## config.mk

```make
export PLATFORM = sky130hd
export DESIGN_NAME = dmb_arbiter
export DESIGN_NICKNAME = d
export VERILOG_FILES = /design/src/rtl/dmb_pkg.sv /design/src/rtl/dmb_tick_gen.sv /design/src/rtl/dmb_reserve_timer.sv /design/src/rtl/dmb_idle_watchdog.sv /design/src/rtl/dmb_arbiter.sv
export SDC_FILE = /design/constraint.sdc
export NUM_CORES = 1
export LEC_CHECK = 0
export ABC_AREA = 1
export BUFFER_PORTS_ARGS = -buffer_cell sky130_fd_sc_hd__buf_4
export CAP_MARGIN = 15
export CORE_MARGIN = 4
export CORE_UTILIZATION = 30
export CTS_CLUSTER_DIAMETER = 120
export DETAILED_ROUTE_END_ITERATION = 10
export HOLD_SLACK_MARGIN = 0.12
export PLACE_DENSITY_LB_ADDON = 0.25
export SYNTH_ARGS = -nofsm -noshare
export SYNTH_HDL_FRONTEND = slang
export SYNTH_SLANG_ARGS = --single-unit
```

## constraint.sdc

```tcl
create_clock -name clk -period 1.5 [get_ports clk]
set_clock_uncertainty 0.1 [all_clocks]
set_input_delay 0.225 -clock clk [delete_from_list [all_inputs] [get_ports clk]]
set_output_delay 0.225 -clock clk [all_outputs]
set_load 0.01 [all_outputs]
```

## src/rtl/dmb_pkg.sv

```systemverilog
package dmb_pkg;

    typedef enum logic {
        ARB_IDLE = 1'b0,
        ARB_OWN  = 1'b1
    } arb_state_e;

    typedef struct packed {
        arb_state_e st;
        logic       who;
    } own_s;

    // Fixed priority: controller 0 wins a tie.
    function automatic logic pick_winner(input logic [1:0] pend);
        return pend[0] ? 1'b0 : 1'b1;
    endfunction

    function automatic logic [1:0] side_mask(input logic who);
        return who ? 2'b10 : 2'b01;
    endfunction

endpackage

```

## src/rtl/dmb_tick_gen.sv

```systemverilog
module dmb_tick_gen #(
    parameter int CYC_PER_TICK = 8
) (
    input  logic clk,
    input  logic clr,
    input  logic restart,
    output logic tick
);
    localparam int CW = (CYC_PER_TICK > 1) ? $clog2(CYC_PER_TICK) : 1;
    localparam logic [CW-1:0] LAST = CW'(CYC_PER_TICK - 1);

    logic [CW-1:0] cnt;

    always_ff @(posedge clk) begin
        if (clr || restart)   cnt <= '0;
        else if (cnt == LAST) cnt <= '0;
        else                  cnt <= cnt + 1'b1;
    end

    assign tick = (cnt == LAST);

    generate
        if (CYC_PER_TICK > 1) begin : g_spacing
            assert_tick_spacing_R3: assert property (@(posedge clk) disable iff (clr)
                (tick && !restart) |=> !tick);
        end
    endgenerate

endmodule

```

## src/rtl/dmb_reserve_timer.sv

```systemverilog
module dmb_reserve_timer #(
    parameter int RESV_W = 8
) (
    input  logic              clk,
    input  logic              clr,
    input  logic              load,
    input  logic [RESV_W-1:0] value,
    input  logic              tick,
    output logic              active,
    output logic              expired
);
    logic [RESV_W-1:0] rcnt;
    logic              prot;

    always_ff @(posedge clk) begin
        if (clr) begin
            rcnt <= '0;
            prot <= 1'b0;
        end else if (load) begin
            rcnt <= value;
            prot <= (value != '0);
        end else if (tick && rcnt != '0) begin
            rcnt <= rcnt - 1'b1;
        end
    end

    assign active  = (rcnt != '0);
    assign expired = prot && (rcnt == '0);

    // A fresh window never reports expiry straight away.
    assert_fresh_load_R5: assert property (@(posedge clk) disable iff (clr)
        load |=> !expired);

endmodule

```

## src/rtl/dmb_idle_watchdog.sv

```systemverilog
module dmb_idle_watchdog #(
    parameter int LIMIT = 800
) (
    input  logic clk,
    input  logic clr,
    input  logic enable,
    input  logic armed,
    input  logic activity,
    output logic timeout
);
    localparam int CW = $clog2(LIMIT + 1);
    localparam logic [CW-1:0] TOP = CW'(LIMIT);

    logic [CW-1:0] icnt;

    always_ff @(posedge clk) begin
        if (clr || !armed || !enable || activity) icnt <= '0;
        else if (icnt != TOP)                     icnt <= icnt + 1'b1;
    end

    assign timeout = enable && armed && (icnt == TOP);

    assert_activity_restart_R7: assert property (@(posedge clk) disable iff (clr)
        activity |=> !timeout);

endmodule

```

## src/rtl/dmb_arbiter.sv

```systemverilog
module dmb_arbiter
    import dmb_pkg::*;
#(
    parameter int CLK_HZ     = 200_000_000,
    parameter int TICK_HZ    = 1000,
    parameter int IDLE_TICKS = 100,
    parameter int RESV_W     = 8
) (
    input  logic              clk,
    input  logic              rst,
    input  logic              ext_rst_n,
    input  logic              soft_rst,
    input  logic [1:0]        req,
    input  logic [1:0]        rel,
    input  logic [RESV_W-1:0] resv0,
    input  logic [RESV_W-1:0] resv1,
    input  logic              wd_en,
    input  logic              bus_act,
    output logic [1:0]        grant,
    output logic              connect,
    output logic [1:0]        gained,
    output logic [1:0]        lost
);
    localparam int CYC_PER_TICK = CLK_HZ / TICK_HZ;
    localparam int IDLE_CYC     = CYC_PER_TICK * IDLE_TICKS;

    logic clr;
    assign clr = rst || !ext_rst_n || soft_rst;

    own_s              own_q, own_n;
    logic [1:0]        pend_q, pend_n;
    logic [1:0]        gain_q, gain_n;
    logic [1:0]        lost_q, lost_n;
    logic              load;
    logic              win;
    logic [RESV_W-1:0] load_val;
    logic              tick, rsv_active, rsv_expired, wd_timeout;
    logic              owning;

    assign owning = (own_q.st == ARB_OWN);

    dmb_tick_gen #(.CYC_PER_TICK(CYC_PER_TICK)) u_tick (
        .clk(clk), .clr(clr), .restart(load), .tick(tick)
    );

    dmb_reserve_timer #(.RESV_W(RESV_W)) u_resv (
        .clk(clk), .clr(clr), .load(load), .value(load_val), .tick(tick),
        .active(rsv_active), .expired(rsv_expired)
    );

    dmb_idle_watchdog #(.LIMIT(IDLE_CYC)) u_wd (
        .clk(clk), .clr(clr), .enable(wd_en), .armed(owning),
        .activity(bus_act), .timeout(wd_timeout)
    );

    always_comb begin
        own_n    = own_q;
        pend_n   = (pend_q | req) & ~rel;
        gain_n   = 2'b00;
        lost_n   = 2'b00;
        load     = 1'b0;
        win      = pick_winner(pend_n);
        load_val = win ? resv1 : resv0;
        case (own_q.st)
            ARB_IDLE: begin
                if (pend_n != 2'b00) begin
                    own_n.st    = ARB_OWN;
                    own_n.who   = win;
                    load        = 1'b1;
                    gain_n      = side_mask(win);
                    pend_n[win] = 1'b0;
                end
            end
            ARB_OWN: begin
                pend_n[own_q.who] = 1'b0;
                if (wd_timeout) begin
                    own_n.st = ARB_IDLE;
                    lost_n   = side_mask(own_q.who);
                    pend_n   = 2'b00;
                end else if (rel[own_q.who]) begin
                    own_n.st = ARB_IDLE;
                end else if (rsv_expired && pend_n[~own_q.who]) begin
                    own_n.st = ARB_IDLE;
                    lost_n   = side_mask(own_q.who);
                end
            end
            default: own_n.st = ARB_IDLE;
        endcase
    end

    always_ff @(posedge clk) begin
        if (clr) begin
            own_q  <= '{st: ARB_IDLE, who: 1'b0};
            pend_q <= 2'b00;
            gain_q <= 2'b00;
            lost_q <= 2'b00;
        end else begin
            own_q  <= own_n;
            pend_q <= pend_n;
            gain_q <= gain_n;
            lost_q <= lost_n;
        end
    end

    assign connect = owning;
    assign grant   = owning ? side_mask(own_q.who) : 2'b00;
    assign gained  = gain_q;
    assign lost    = lost_q;

    assert_no_direct_swap_0_R2: assert property (@(posedge clk) disable iff (clr)
        grant[0] |=> !grant[1]);
    assert_no_direct_swap_1_R2: assert property (@(posedge clk) disable iff (clr)
        grant[1] |=> !grant[0]);
    assert_window_holds_R3: assert property (@(posedge clk) disable iff (clr)
        (connect && rsv_active && !wd_timeout && !rel[own_q.who]) |=> (grant == $past(grant)));
    assert_loss_disconnects_R4: assert property (@(posedge clk) disable iff (clr)
        (lost != 2'b00) |-> !connect);
    assert_single_owner_R9: assert property (@(posedge clk) disable iff (clr)
        $onehot0(grant) && (connect == (grant != 2'b00)));
    assert_gain_on_connect_R10: assert property (@(posedge clk) disable iff (clr)
        $rose(connect) |-> $onehot(gained));

endmodule

```

# Word level (Yosys, flattened, before mapping)
# Index checks and enable logic that the tools add are counted.
# W data, S select, Z words.
# totals
out_inout_bits	7
regBits	60
inputBits	26
elab_cells	83
# classes
order_cmp	5
n_eq_ne	3
muxes	28
bitwise_logic	10
add_sub_neg	3
n_reduce_logical	25
# ops
operator	count
$add A25 B1 Y25 const B	1
$eq A25 B25 Y1 const B	1
$ne A25 B25 Y1 const B	1
$mux W8	3
$add A18 B1 Y18 const B	1
$eq A18 B18 Y1 const B	1
$mux W2	9
$reduce_bool A8 Y1	2
$mux W1	12
$logic_not A8 Y1	1
$sub A8 B1 Y8 const B	1
$logic_and A1 B1 Y1	7
$and A2 B2 Y2	3
$logic_or A1 B1 Y1	6
$lt A1 B2 Y1 const B	3
$not A2 Y2	3
$pmux W2 S2	1
$reduce_bool A2 Y1	2
$reduce_or A2 Y1	2
$logic_not A1 Y1	3
$not A1 Y1	3
$reduce_or A3 Y1	1
$demux W1 S1	2
$ge A1 B1 Y1 const B	2
other kinds (3)	3

# Longest topological paths before layout
# logic_depth
word_depth	13
ltp_mapped	12

# By module
# A second synthesis with hierarchy kept.
# hier_totals
cells_unflattened	562
hier_area_um2	3627.2
# by_module_without_submodules
mod	n_inst	cells_each	seq_area_each_um2	area_each_um2
dmb_idle_watchdog	1	219	500.5	1426.4
dmb_tick_gen	1	149	360.3	997.2
dmb_reserve_timer	1	111	180.2	665.6
dmb_arbiter	1	83	160.2	538.0

# Least setup slack after synthesis
# Ideal clock, no wire load.
# synth_timing
kind	reg-to-reg
start	reg u_wd.icnt[1]
end	reg u_wd.icnt[20]
synth_period_minus_slack_ps	1518
setup_time_ps	115
arrival_time_ps	1303
path_stages_with_launch	9
slack_ps	-18
required_time_ps	1285
cell_sequence	dfxtp_1 -> ha_1 -> nand3_1 -> nor3_4 -> nand2_2 -> nor2_4 -> nand3_1 -> nand2_1 -> nor2_1
# synth_between
elab_chain_len	1
# synth_rtl
item	line_no	rtl
start, declared	dmb_idle_watchdog.sv:14	logic [CW-1:0] icnt;
start signal, assigned	dmb_idle_watchdog.sv:18	else if (icnt != TOP) icnt <= icnt + 1'b1;
$add A25 B1 Y25 or $ne A25 B25 Y1 (tied branches)	dmb_idle_watchdog.sv:18	
# Parallel ways exist; a longest one is shown, timed or not.
# A chain may end at the register's enable or synchronous reset.

# Worst setup path after layout
# layout_timing
start	reg u_resv.rcnt[0]
end	reg u_resv.rcnt[1]
# layout_between
elab_chain_len	3
# layout_rtl
item	line_no	rtl
start, declared	dmb_reserve_timer.sv:12	logic [RESV_W-1:0] rcnt;
start signal, assigned	dmb_reserve_timer.sv:20	rcnt <= value;
start signal, assigned	dmb_reserve_timer.sv:23	rcnt <= rcnt - 1'b1;
$sub A8 B1 Y8 or $reduce_bool A8 Y1 (tied branches)	dmb_reserve_timer.sv:23, dmb_reserve_timer.sv:22	
$mux W8 or $logic_and A1 B1 Y1 (tied branches)	dmb_reserve_timer.sv:22	end else if (tick && rcnt != '0) begin
$mux W8 or $reduce_bool A2 Y1 (tied branches)	-	
# Parallel ways exist; a longest one is shown, timed or not. The select of a mux whose other input is x is not followed.

==> impl_metrics.toml <==
[finish]
postLayoutCoreUtil = 0.462
syn2layout_area_growth_pct = 49.6
fin_cells = 782
design_area_mm2 = 0.00505
layout_commonest_cell = "nand2_1"
num_antenna_cells = 0
drive_gt1_frac = 0.360
mostFrequentLayoutCells = "125 x nand2_1, 104 x buf_4, 61 x inv_1"
fin_nets = 669

[drt]
routed_wl_mm = 8.72
drt_first_pass_iters = 4
num_vias = 3544
vias_per_cell = 4.53
antenna_left = 0
wl_per_cell_um = 11.1
drc = 0
drtIter0Drc = 144

[global_route]
grt_util_all_layers = 0.134
grt_pass1_vias = 3392
grt-ovfl-total = 0
antenna_found_initial = 0
grt_max_degree = 20
grt_pass1_wl_mm = 14.6

[critical_path]
crit_path_end_kind = "register"
crit_top_cell = "inv_2"
cp_max_fo = 6
max_stage_delay_ps = 320
crit_chain = "inv_2 -> ha_4 -> inv_2 -> nor3_4 -> nand3_2 -> nand3_4 -> buf_4 -> nand3_1 -> a21oi_1"
critical_path_class = "register to register"
rr_startpoint = "u_resv.rcnt[0]"
critPathLaunchType = "register"
worst_ep_arrival_time_ps = 1660
slowest_stage = "dfxtp_2"
crit_path_start = "u_resv.rcnt[0]"
worstPathRequired_ps = 1650

[power_and_ir_drop]
power_frac_comb = 0.090
pwr-share-seq = 0.395
switching_share = 0.219
peakVddDrop_v = 0.000480
p_switching_mw = 0.897
p_clk_frac = 0.515
p_total_mw = 4.09
p_int_mw = 3.20
powerDensity_mw_per_mm2 = 810
p_leak_nw = 2.12

[sta]
max_slew_margin = 0.737
period_share = 1.01
post-route-min-period_ps = 1510
finalHoldViolCount = 0
setup_slack_ps = -7.88
report.final.slew_viol_count = 0
grt_setup_unrepaired = "true"
worstMarginPinSlew_ps = 391
setup_viol_count_final = 1
max_freq_ghz = 0.663

[floorplan]
start_util = 0.309
rows = 38
core_area_mm2 = 0.0109
die_w_um = 114
die_h_um = 114
io_pins = 33
fp.dieArea_mm2 = 0.0130

[synthesis]
syn_area_per_cell_um2 = 6.45
yosysSeqAreaShare = 0.356
synthCells = 523
ys_warn_count = 0
syn_area_mm2 = 0.00338
ys_seq_elements = 60
synth_nets = 554
ys_types = 32

[place]
dp_cells = 755
gp_congestion = 0.883
place_area_mm2 = 0.00431
dpl.hpwl_mm = 6.42
port-buffer-count = 32
dp_slack_ps = -168

[cts]
clock_sinks = 60
cts-root-buf = "clkbuf_16"
cts_max_level = 3
cts_tree = "done"
clk_pin_slew_ps = 50
clk_latency_ps = 320
cts_made_buffers = 9
clockBufferDepth = 2

[outcome]
status = "finished with violations"
violations = "setup timing"

[hold_path]
min_from = "resv0[4]"
worstHoldPathType = "input port to register"

[flow_run]
maxCapViolCount = 0
-- flip-flops by register name, summed over array words and instances (netlist names) --
signal	count
connect	1
gained	2
lost	2
own_q	1
pend_q	2
u_resv.prot	1
u_resv.rcnt	8
u_tick.cnt	18
u_wd.icnt	25
-- cells in the mapped netlist (all sizes together) --
master	count	share of area
clkbuf	3	0.0037
xnor2	4	0.010
buf	6	0.012
a21oi	36	0.053
and3	1	0.0019
nand3b	5	0.011
xor2	5	0.013
nor3b	3	0.0082
nor2	83	0.10
ha	5	0.019
o21ai	26	0.039
nand2	146	0.17
o21a	1	0.0022
nor4	2	0.0037
nand3	36	0.056
dfxtp	60	0.36
nor3	14	0.035
nand4	13	0.024
inv	74	0.082
-- logic make-up after synthesis --
kind of cell	Yosys count	share of synthesized area
AOI/OAI and AO/OA	63	0.0941
xor gates and xnor gates	9	0.0233
adders and majority gates	5	0.0185
buffers and inverters	83	0.0982
DFF	60	0.356
and+or+nand+nor	303	0.410
-- metrics by stage --
stage               TNS (ps)  hold WS [ps]
floorplan              -8.68           289
global placement       -1500           356
detailed placement     -2580           351
CTS                    -16.0           213
global route           -1080           224
finish                 -7.88           201
-- cell type report --
| class | count | area, µm² |
|---|---|---|
| Multi-Input combinational cell | 380 | 2170 |
| Fill cell | 1092 | 5880 |
| Clock buffer | 14 | 274 |
| Tap cell | 140 | 175 |
| Inverter | 74 | 287 |
| Clock inverter | 1 | 30.0 |
| Timing Repair Buffer | 113 | 895 |
| Sequential cell | 60 | 1220 |
-- power by group through the flow --
stage               Combinational, mW  Clock (mW)  Sequential, mW
finish                          0.369        2.11            1.62
global route                    0.412        2.24            1.62
CTS                             0.323        2.17            1.61
detailed placement              0.311           0            1.65
global placement                0.309           0            1.65
floorplan                       0.168           0            1.65
-- repair_timing --
action,in CTS,in global routing
hold buffers,1,0
buffers inserted,3,8
endpoints found under the hold margin,1,0
setup endpoints to repair,42,42
gates resized for setup,37,84
pin swaps,15,28
-- final timing paths --
path,endpoint,slack (ps),depth (start not counted)
setup / recovery,u_resv.rcnt[1],-8,9
hold / removal,u_resv.prot,200,7
setup reg to reg,u_resv.rcnt[1],-8,9
hold reg to reg,u_resv.prot,360,2
-- worst max-delay path: cells and delay by family (launching register included) --
kind                       cells  cell delay, ps
buffers and inverters          3             240
and+or+nand+nor                4             480
adders and majority gates      1             130
AOI/OAI and AO/OA              1             140
DFF                            1             320
-- layer usage --
metal,vias up,part of all wire,GRT usage
met3,9,0.033,0.0354
li1,1888,-,-
met4,0,0.0085,0.0340
met1,1601,0.47,0.169
met5,-,0,0
met2,46,0.49,0.229
(Power assumes the default switching activity.)
